[src/rtl/tx_frame_pkg.sv]
package tx_frame_pkg;

    // character length codes
    localparam logic [1:0] LEN_FIVE  = 2'b00;
    localparam logic [1:0] LEN_SEVEN = 2'b01;

    // parity mode codes
    localparam logic [2:0] PAR_EVEN  = 3'b001;
    localparam logic [2:0] PAR_ODD   = 3'b010;
    localparam logic [2:0] PAR_MARK  = 3'b011;
    localparam logic [2:0] PAR_SPACE = 3'b100;

    // stop length codes
    localparam logic [1:0] STOP_ONE  = 2'b00;
    localparam logic [1:0] STOP_HALF = 2'b01;

endpackage

[src/rtl/tx_format_dec.sv]
module tx_format_dec
    import tx_frame_pkg::*;
#(
    parameter int OVS = 16,
    parameter int CW  = 5,
    parameter int NW  = 4
) (
    input  logic [1:0]    len_code,
    input  logic [1:0]    stop_code,
    output logic [NW-1:0] nbits,
    output logic [CW-1:0] stop_last
);
    localparam int STOP1  = OVS;
    localparam int STOP15 = OVS + OVS / 2;
    localparam int STOP2  = 2 * OVS;

    always_comb begin
        case (len_code)
            LEN_FIVE:  nbits = NW'(5);
            LEN_SEVEN: nbits = NW'(7);
            default:   nbits = NW'(8);
        endcase
        case (stop_code)
            STOP_ONE:  stop_last = CW'(STOP1 - 1);
            STOP_HALF: stop_last = CW'(STOP15 - 1);
            default:   stop_last = CW'(STOP2 - 1);
        endcase
    end
endmodule

[src/rtl/tx_parity_gen.sv]
module tx_parity_gen
    import tx_frame_pkg::*;
#(
    parameter int DATA_W = 8,
    parameter int NW     = 4
) (
    input  logic [DATA_W-1:0] data,
    input  logic [NW-1:0]     nbits,
    input  logic [2:0]        mode,
    output logic              par_en,
    output logic              par_bit
);
    logic [DATA_W-1:0] used;

    for (genvar i = 0; i < DATA_W; i++) begin : g_mask
        assign used[i] = data[i] & (NW'(i) < nbits);
    end

    always_comb begin
        par_en = 1'b1;
        case (mode)
            PAR_EVEN:  par_bit = ^used;
            PAR_ODD:   par_bit = ~(^used);
            PAR_MARK:  par_bit = 1'b1;
            PAR_SPACE: par_bit = 1'b0;
            default: begin
                par_en  = 1'b0;
                par_bit = 1'b0;
            end
        endcase
    end
endmodule

[src/rtl/async_frame_tx.sv]
module async_frame_tx #(
    parameter int DATA_W = 8,
    parameter int OVS    = 16
) (
    input  logic              clk_i,
    input  logic              rst_ni,
    input  logic              tick_i,
    input  logic [1:0]        len_i,
    input  logic [2:0]        par_i,
    input  logic [1:0]        stop_i,
    input  logic [DATA_W-1:0] data_i,
    input  logic              valid_i,
    output logic              ready_o,
    output logic              txd_o,
    output logic              busy_o
);
    localparam int CW = $clog2(2 * OVS);
    localparam int NW = $clog2(DATA_W + 1);
    localparam logic [CW-1:0] BIT_LAST = CW'(OVS - 1);

    typedef enum logic [2:0] {
        S_IDLE, S_ARM, S_START, S_DATA, S_PAR, S_STOP
    } st_e;

    typedef struct packed {
        st_e               st;
        logic [CW-1:0]     cnt;
        logic [NW-1:0]     idx;
        logic [NW-1:0]     nbits;
        logic [CW-1:0]     stop_last;
        logic              par_en;
        logic              par_bit;
        logic [DATA_W-1:0] sh;
    } reg_t;

    localparam reg_t RESET_VAL = '{
        st: S_IDLE, cnt: '0, idx: '0, nbits: '0,
        stop_last: '0, par_en: 1'b0, par_bit: 1'b0, sh: '0
    };

    reg_t r_d, r_q;

    logic [NW-1:0] dec_nbits;
    logic [CW-1:0] dec_stop_last;
    logic          dec_par_en;
    logic          dec_par_bit;

    tx_format_dec #(.OVS(OVS), .CW(CW), .NW(NW)) u_fmt (
        .len_code  (len_i),
        .stop_code (stop_i),
        .nbits     (dec_nbits),
        .stop_last (dec_stop_last)
    );

    tx_parity_gen #(.DATA_W(DATA_W), .NW(NW)) u_par (
        .data    (data_i),
        .nbits   (dec_nbits),
        .mode    (par_i),
        .par_en  (dec_par_en),
        .par_bit (dec_par_bit)
    );

    logic accept, bit_end;
    assign accept  = valid_i && (r_q.st == S_IDLE);
    assign bit_end = tick_i && (r_q.cnt == BIT_LAST);

    always_comb begin
        r_d = r_q;
        case (r_q.st)
            S_IDLE: begin
                if (accept) begin
                    r_d.st        = S_ARM;
                    r_d.sh        = data_i;
                    r_d.nbits     = dec_nbits;
                    r_d.stop_last = dec_stop_last;
                    r_d.par_en    = dec_par_en;
                    r_d.par_bit   = dec_par_bit;
                    r_d.cnt       = '0;
                    r_d.idx       = '0;
                end
            end
            S_ARM: begin
                if (tick_i) begin
                    r_d.st  = S_START;
                    r_d.cnt = '0;
                end
            end
            S_START: begin
                if (bit_end) begin
                    r_d.st  = S_DATA;
                    r_d.cnt = '0;
                    r_d.idx = '0;
                end else if (tick_i) begin
                    r_d.cnt = r_q.cnt + 1'b1;
                end
            end
            S_DATA: begin
                if (bit_end) begin
                    r_d.cnt = '0;
                    r_d.sh  = r_q.sh >> 1;
                    if (r_q.idx == r_q.nbits - 1'b1) begin
                        r_d.st = r_q.par_en ? S_PAR : S_STOP;
                    end else begin
                        r_d.idx = r_q.idx + 1'b1;
                    end
                end else if (tick_i) begin
                    r_d.cnt = r_q.cnt + 1'b1;
                end
            end
            S_PAR: begin
                if (bit_end) begin
                    r_d.st  = S_STOP;
                    r_d.cnt = '0;
                end else if (tick_i) begin
                    r_d.cnt = r_q.cnt + 1'b1;
                end
            end
            S_STOP: begin
                if (tick_i) begin
                    if (r_q.cnt == r_q.stop_last) begin
                        r_d.st  = S_IDLE;
                        r_d.cnt = '0;
                    end else begin
                        r_d.cnt = r_q.cnt + 1'b1;
                    end
                end
            end
            default: r_d.st = S_IDLE;
        endcase
    end

    always_ff @(posedge clk_i or negedge rst_ni) begin
        if (!rst_ni) r_q <= RESET_VAL;
        else         r_q <= r_d;
    end

    always_comb begin
        case (r_q.st)
            S_START: txd_o = 1'b0;
            S_DATA:  txd_o = r_q.sh[0];
            S_PAR:   txd_o = r_q.par_bit;
            default: txd_o = 1'b1;
        endcase
    end

    assign ready_o = (r_q.st == S_IDLE);
    assign busy_o  = !ready_o;


    idle_line_high_chk: assert property (@(posedge clk_i) disable iff (!rst_ni)
        !busy_o |-> txd_o);


    accept_holds_line_chk: assert property (@(posedge clk_i) disable iff (!rst_ni)
        (valid_i && ready_o) |=> (busy_o && txd_o));


    start_on_tick_chk: assert property (@(posedge clk_i) disable iff (!rst_ni)
        $fell(txd_o) |-> $past(tick_i));


    no_tick_stable_chk: assert property (@(posedge clk_i) disable iff (!rst_ni)
        (!tick_i && !(valid_i && ready_o)) |=> ($stable(txd_o) && $stable(busy_o)));


    end_on_tick_chk: assert property (@(posedge clk_i) disable iff (!rst_ni)
        $fell(busy_o) |-> $past(tick_i));


    bit_cnt_bound_chk: assert property (@(posedge clk_i) disable iff (!rst_ni)
        (r_q.st != S_STOP) |-> (r_q.cnt <= BIT_LAST));


    stop_cnt_bound_chk: assert property (@(posedge clk_i) disable iff (!rst_ni)
        (r_q.st == S_STOP) |-> (r_q.cnt <= r_q.stop_last));

endmodule

[config.mk]
export PLATFORM = sky130hd
export DESIGN_NAME = async_frame_tx
export DESIGN_NICKNAME = d
export VERILOG_FILES = /design/src/rtl/tx_frame_pkg.sv /design/src/rtl/tx_format_dec.sv /design/src/rtl/tx_parity_gen.sv /design/src/rtl/async_frame_tx.sv
export SDC_FILE = /design/constraint.sdc
export NUM_CORES = 1
export LEC_CHECK = 0
export ABC_AREA = 1
export ABC_CLOCK_PERIOD_IN_PS = 2000
export BUFFER_PORTS_ARGS = -buffer_cell sky130_fd_sc_hd__buf_2
export CAP_MARGIN = 20
export CORE_MARGIN = 8
export CORE_UTILIZATION = 25
export DETAILED_ROUTE_END_ITERATION = 16
export GPL_TIMING_DRIVEN = 0
export SLEW_MARGIN = 0
export SYNTH_ARGS = -nofsm -noshare
export SYNTH_HDL_FRONTEND = slang
export SYNTH_HIERARCHICAL = 1
export SYNTH_SLANG_ARGS = --single-unit
[constraint.sdc]
create_clock -name clk_i -period 2 [get_ports clk_i]
set_input_delay 0.1 -clock clk_i [delete_from_list [all_inputs] [get_ports clk_i]]
set_output_delay 0.1 -clock clk_i [all_outputs]
set_load 0.05 [all_outputs]
==> impl_results.md, run 1 <==
- H-tree depth: 2
- Synthesis-stage register bit count: 31
- Skew final: 0.00320 ns
- Number of remaining DRC errors: 0
- GPL Wtd Cong: 0.801
- Layout cells sized above 1: 0.203
- Worst VDD drop: 0.000304 V
- Setup crit end: r_q[22]
- Largest net degree at the start of global routing: 32
- Vert. Die Dim: 111 um
- DR iter-0 viols: 71
- WS Path Type: reg2reg
- Tot Pwr: 3.12 mW
- Fin nets: 382
- CP Max Fanout: 8
- Post-synth top area cell: dfrtp_1
- GR Overflow Total: 0
- Syn avg cell area: 6.82 um2
- Tmin final: 1.78 ns
- Worst-skew pair later-pin latency: 0.28 ns
- Setup crit start: r_q[23]
- Pwr dens: 1200 nW/um2
- Initial antenna violation count: 0
- Crit path required time: 2.21 ns
- Fin crit share: 0.892
- Die width: 111 um
- Total number of yosys warnings: 6
- Cell area after synthesis: 2240 um2
- Critical Path Slowest Stage Cell: dfrtp_2
- Synth-to-layout area growth: 16.2%
- Sequential fraction of the synthesis area: 0.347
- Final hold vios: 0
- Ys flop type: dfrtp_1
- WP data arrival: 1.99 ns
- Routed WL: 4730 um
- Cell mode on critical path: nand2_1
- Worst Tran Pin Value: 0.705 ns
- Crit-path max cell delay: 0.44 ns
- Most flops, register: r_q
- Number of global-route vias before repair: 1963
- Area contributors post-synth: dfrtp_1 (35%), nand2_1 (22%), nand3_1 (7.6%)
- Initial Util: 0.257
- Post-layout util: 0.298
- Fillers: 926
- CTS tree: built
- Tot GR Track Use: 0.0821
- Post-DP HPWL: 3730 um
- Post-route cell area: 2600 um2
- Worst flop-to-flop path startpoint: r_q[23]
- Vias per cell: 4.34
- ANT nets after route: 0
- Row Count: 34
- Final setup margin: 0.216 ns
- Cell Chain, Critical Path: ha_2 -> nand2_1 -> nor2_1 -> ha_1 -> nand2_1 -> inv_2 -> nor2_2 -> nor3_1 -> nand2_1 -> clkinv_1 -> nand2_4 -> nand2_1 -> o21ai_2
- Library cells used by synthesis: 31
- Leading registers by flop count: r_q: 31 flops
- Final setup TNS: 0 ns
- Synth top area share: 0.347
- Reg2reg end: r_q[22]
- Pre-Repair DR Iteration Count: 4
- Slew Limit Fails: 0
- Core area: 8720 um2
- Clk sinks: 31
- Status: complete, no violations
- Most common cell after layout, fill and taps aside: nand2_1
- Port Buffers: 21
- RSZ-0062 raised after global routing: no
- DP Area: 2490 um2
- Final setup violation count: 0
- Mapped Cells: 328
- Routed WL per cell: 10.1 um
- CP startpoint kind: register
- Leakage: 1.41 nW
- CTS Buffer Depth: 2
- Clock root cell: clkbuf_8
- Min-delay worst type: in2reg
- Via count: 2033
- Hold Path Stages: 3
- Worst reg-to-reg path cell count: 13
- Slew Limit Headroom: 0.530
- Max cap viols: 0
- Post-synthesis async set-or-reset flop share: 1.00
- CP Capture Type: register
- Place WS: 0.163 ns
- I/O pin cnt: 22
- Most frequent cells in the layout: nand2_1 (132), inv_1 (37), nand3_1 (34)
- Max reg flops: 31
- Reg clk slew, reported paths: 0.06 ns
- Total CTS buffers: 5
- Post-synth EDFFs: 0
- Inserted Diodes: 0
- Register-to-register path setup slack: 0.22 ns
- First-pass GRT wire length: 8700 um
- Die ar.: 12200 um2
- Achievable Freq: 0.560 GHz
area by class of cell:
| class | count | area, um2 | area share |
|---|---|---|---|
| clock buffers | 8 | 100 | 0.0385 |
| multi-input cells | 245 | 1250 | 0.480 |
| repair buffers | 22 | 115 | 0.0443 |
| well taps | 108 | 135 | 0.0520 |
| inverters | 46 | 173 | 0.0664 |
| flip-flops and latches | 31 | 777 | 0.299 |
| plain buffers | 8 | 51.3 | 0.0197 |
per-stage QoR:
stage          cells  hold WS (ns)
2_1_floorplan    330        -0.196
5_1_grt          468        0.0716
3_5_place_dp     459         0.195
4_1_cts          468        0.0513
6_report         468        0.0558
3_3_place_gp     459         0.197
synthesized netlist by cell type, types with 2 or more instances:
cell type    n
buf_2        2
buf_4        5
dfrtp_1     31
ha_1         4
inv_1       38
inv_2        7
nand2_1    132
nand2_2      4
nand2_4      6
nand3_1     34
nand3_2      3
nand4_1      4
nor2_1      12
nor2_2       5
nor2_4       3
nor3_1       3
o21ai_0      8
o21ai_1      3
o21ai_2      5
xnor2_1      2
xor2_1       7
worst max-delay path, delay by kind of cell (launching register included):
kind	cells	cell delay, ns
simple gates	8	0.67
flops	1	0.44
fa+ha+maj	2	0.39
buf+inv	2	0.16
compound gates	1	0.06
worst min path at each step:
| stage | endpoint | slack, ns | start |
|---|---|---|---|
| CTS | r_q[6] | 0.05 | data_i[6] |
| detailed placement | r_q[26] | 0.20 | rst_ni |
| floorplan | r_q[0] | -0.20 | rst_ni |
| global placement | r_q[25] | 0.20 | rst_ni |
| finish | r_q[6] | 0.06 | data_i[6] |
| global route | r_q[6] | 0.07 | data_i[6] |
routing by layer:
metal | wire length [um] | up-vias | track usage
met1 | 2380 | 915 | 0.104
met2 | 2020 | 36 | 0.128
li1 | - | 1075 | -
met4 | 96 | 0 | 0.0378
met3 | 229 | 7 | 0.0200
met5 | 0 | - | 0
what timing repair did:
| item | CTS | global route |
|---|---|---|
| setup endpoints to repair | 0 | 11 |
| hold endpoints to repair | 31 | 0 |
| hold buffers | 1 | 0 |
| buffers inserted | 0 | 0 |
| resized for setup | 0 | 3 |
power breakdown:
| group | total (mW) | leakage, nW | switching, mW | internal, mW |
|---|---|---|---|---|
| logic | 1.57 | 0.958 | 1.04 | 0.533 |
| clock network | 0.538 | 0.0515 | 0.224 | 0.314 |
| registers | 1.01 | 0.397 | 0.155 | 0.854 |
| total | 3.12 | 1.41 | 1.42 | 1.70 |
cell families (layout without fill, tap and decap cells):
family,count (synthesis),in the layout,synth area share
simple gates,207,207,0.429
buf+inv,54,84,0.100
flops,31,31,0.347
compound gates,22,22,0.0654
xor+xnor,9,9,0.0352
fa+ha+maj,4,4,0.0224
other cells,1,3,0.00168
Note: power is estimated with default switching activity, not from simulation.
==> inputs of run 2 (changes only) <==
--- a/config.mk
+++ b/config.mk
@@ -16,5 +16,4 @@
 export SLEW_MARGIN = 0
 export SYNTH_ARGS = -nofsm -noshare
 export SYNTH_HDL_FRONTEND = slang
-export SYNTH_HIERARCHICAL = 1
 export SYNTH_SLANG_ARGS = --single-unit
==> run 2 against run 1 <==
Non-clock buffer count decreased by 5; first-iteration DRC count decreased by 17%; power is 8.8% lower; critical endpoint is now txd_o; sequential share of layout area grew 1.1 points; final area is 13% lower; largest cell class unchanged; register-to-register slack got worse by 0.03 ns; utilization is 0.25 points lower; combinational power is 6% lower; count of clock-buffer cells in the layout down 5.
==> impl_results.md, run 2 <==
- Status: complete, no violations (unchanged)
- Hold_sp: len_i[1] (was data_i[6])
- Total CTS buffers: 3 (was 5)
- Leakage: 1.20 nW (was 1.41 nW)
- Tot GR Track Use: 0.0775 (was 0.0821)
- Crit path required time: 1.90 ns (was 2.21 ns)
- Psw: 1.28 mW (was 1.42 mW)
- Final setup TNS: 0 ns (unchanged)
- Fin crit share: 0.942 (was 0.892)
- Synth top cells by count: nand2_1 (80), dfrtp_1 (28), nand3_1 (28) (was nand2_1 (132), inv_1 (38), nand3_1 (34))
- Cell area after synthesis: 1950 um2 (was 2240 um2)
- Number of global-route vias before repair: 1581 (was 1963)
- Storage element area: 701 um2 (was 777 um2)
- Skew final: 0.00773 ns (was 0.00320 ns)
- Total number of yosys warnings: 0 (was 6)
- Post-DP HPWL: 3200 um (was 3730 um)
- Synth top area share: 0.360 (was 0.347)
- Achievable Freq: 0.531 GHz (was 0.560 GHz)
- ANT nets after route: 0 (unchanged)
- Logic pwr share: 0.517 (was 0.504)
- GR Overflow Total: 0 (unchanged)
- Die width: 104 um (was 111 um)
- Worst flop-to-flop path startpoint: r_q[23] (unchanged)
- Sink of the worst hold path: r_q[17] (was r_q[6])
- Reg2reg end: r_q[4] (was r_q[22])
- H-tree depth: 1 (was 2)
- Library cells used by synthesis: 30 (was 31)
- Slew Limit Headroom: 0.583 (was 0.530)
- Die ar.: 10900 um2 (was 12200 um2)
- Leading registers by flop count: r_q: 28 flops (was r_q: 31 flops)
- Syn avg cell area: 7.66 um2 (was 6.82 um2)
- Core area: 7650 um2 (was 8720 um2)
- Register share of total power: 0.325 (was 0.324)
- Initial Util: 0.255 (was 0.257)
- Final setup violation count: 0 (unchanged)
- Worst Tran Pin Value: 0.625 ns (was 0.705 ns)
- Register-to-register path setup slack: 0.19 ns (was 0.22 ns)
- CP startpoint kind: register (unchanged)
- Routed WL: 3960 um (was 4730 um)
- Mapped Cells: 254 (was 328)
- Placed insts: 377 (was 459)
- Resized cells post-CTS: 0 (unchanged)
- Clock root cell: clkbuf_8 (unchanged)
- Clk pwr share: 0.158 (was 0.172)
- Largest net degree at the start of global routing: 29 (was 32)
- Hold Path Stages: 2 (was 3)
- Layout cells sized above 1: 0.239 (was 0.203)
- Via count: 1615 (was 2033)
- Final hold vios: 0 (unchanged)
- Port Buffers: 21 (unchanged)
- Row Count: 32 (was 34)
- Post-synthesis async set-or-reset flop share: 1.00 (unchanged)
- CTS tree: built (unchanged)
- Fin nets: 305 (was 382)
- Min-delay worst type: in2reg (unchanged)
- Reg clk slew, reported paths: 0.10 ns (was 0.06 ns)
- Max cap viols: 0 (unchanged)
- Post-Layout Cell Count: 382 (was 468)
- Initial antenna violation count: 0 (unchanged)
- CTS Buffer Depth: 2 (unchanged)
- Vias per cell: 4.23 (was 4.34)
- Area contributors post-synth: dfrtp_1 (36%), nand2_1 (15%), nand3_1 (7.2%) (was dfrtp_1 (35%), nand2_1 (22%), nand3_1 (7.6%))
- Fillers: 838 (was 926)
- I/O pin cnt: 22 (unchanged)
- Cell-internal power: 1.56 mW (was 1.70 mW)
- Post-synth top area cell: dfrtp_1 (unchanged)
- WS Path Type: reg2out (was reg2reg)
- Worst reg-to-reg path cell count: 10 (was 13)
- Sequential fraction of the synthesis area: 0.360 (was 0.347)
- Worst-skew pair later-pin latency: 0.28 ns (about the same)
- Syn Nets: 278
- Max reg flops: 28 (was 31)
- RSZ-0062 raised after global routing: no (unchanged)
- Synthesis-stage register bit count: 28 (was 31)
- Multi-input gate area: 1070 um2 (was 1250 um2)
- Clk sinks: 28 (was 31)
- Pre-Repair DR Iteration Count: 4 (unchanged)
- Pwr dens: 1260 nW/um2 (was 1200 nW/um2)
- Routed WL per cell: 10.4 um (was 10.1 um)
- Slew Limit Fails: 0 (unchanged)
- Vert. Die Dim: 104 um (was 111 um)
- Number of remaining DRC errors: 0 (unchanged)
- Post-synth EDFFs: 0 (unchanged)
- CP Max Fanout: 10 (was 8)
- Inserted Diodes: 0 (unchanged)
- First-pass GRT wire length: 7250 um (was 8700 um)
- Post-layout util: 0.296 (was 0.298)
- Sw frac: 0.450 (was 0.455)
- Most common cell after layout, fill and taps aside: nand2_1 (unchanged)
- DR iter-0 viols: 59 (was 71)
- Most frequent cell after synthesis: nand2_1 (unchanged)
- WP data arrival: 1.78 ns (was 1.99 ns)
- Synth-to-layout area growth: 16.1% (was 16.2%)
- Most frequent cells in the layout: nand2_1 (80), nand3_1 (28), dfrtp_1 (28) (was nand2_1 (132), inv_1 (37), nand3_1 (34))
- Ys flop type: dfrtp_1 (unchanged)
- Most flops, register: r_q (unchanged)
- Worst VDD drop: 0.000465 V (was 0.000304 V)
- GPL Wtd Cong: 0.764 (was 0.801)
- CP Capture Type: output pin (was register)
- Tmin final: 1.88 ns (was 1.78 ns)
## run 2: cell types whose count changed in the layout (fill, tap and decap cells not counted), sizes merged, moves of 2 or more
cell    before  now
buf         28   24
clkbuf       9    3
conb         3    0
dfrtp       31   28
inv         45   37
nand2      142   89
nand3       37   29
nand4        5    3
nor3         3    1
o211ai       0    6
## run 2: worst max-delay path by stage
stage	startpoint	end	slack (ns)
finish	r_q[29]	txd_o	0.12
global route	r_q[23]	r_q[3]	0.04
CTS	r_q[29]	txd_o	0.09
detailed placement	r_q[23]	r_q[4]	0.20
global placement	r_q[23]	r_q[2]	0.19
floorplan	r_q[23]	r_q[0]	0.39
## run 2: logic make-up after synthesis
| kind of cell | after synthesis | synth area share |
|---|---|---|
| XOR/XNOR | 11 | 0.0495 |
| buffers and inverters | 40 | 0.0925 |
| adder cells (fa/ha/maj) | 5 | 0.0321 |
| AO/OA/AOI/OAI | 26 | 0.109 |
| flip-flops | 28 | 0.360 |
| AND/OR/NAND/NOR | 144 | 0.357 |
## run 2: area by class of cell
| class | instances | share of cell area |
|---|---|---|
| Multi-Input combinational cell | 186 | 0.471 |
| Sequential cell | 28 | 0.310 |
| Inverter | 37 | 0.0647 |
| Tap cell | 102 | 0.0564 |
| Timing Repair Buffer | 22 | 0.0509 |
| Clock buffer | 3 | 0.0183 |
| Buffer | 3 | 0.0149 |
| Clock inverter | 1 | 0.0133 |
## run 2: through the flow
step | power [mW] | hold slack [ns] | instance area [um2] | setup WS [ns]
2_1_floorplan | 2.12 | -0.196 | 1950 | 0.385
3_3_place_gp | 2.40 | 0.161 | 2180 | 0.194
3_5_place_dp | 2.43 | 0.168 | 2180 | 0.204
4_1_cts | 2.88 | 0.0465 | 2260 | 0.0919
5_1_grt | 3.10 | 0.0579 | 2260 | 0.0353
6_report | 2.84 | 0.0570 | 2260 | 0.115
## run 2: power by group through the flow
stage,Sequential [mW],Clock (mW),Combinational [mW]
floorplan,0.896,0,1.23
global placement,0.930,0,1.47
detailed placement,0.935,0,1.49
CTS,0.925,0.463,1.50
global route,0.947,0.485,1.67
finish,0.925,0.450,1.47
## run 2: timing repair
| item | CTS | global route |
|---|---|---|
| buffers inserted | 0 | 0 |
| hold buffers | 1 | 0 |
| hold endpoints to repair | 28 | 0 |
## run 2: layer usage
layer  vias up  track usage  share of wire
li1        861            -              -
met1       728        0.106           0.52
met2        24        0.122           0.44
met3         2       0.0149          0.028
met4         0       0.0196         0.0063
met5         -            0              0
## run 2: critical path: stages, from the launching register on
cell and delay [ns]:
dfrtp_1 0.44, inv_2 0.14, nor2_4 0.06, inv_2 0.12
nor2_8 0.05, buf_6 0.14, a221o_2 0.34, buf_2 0.22
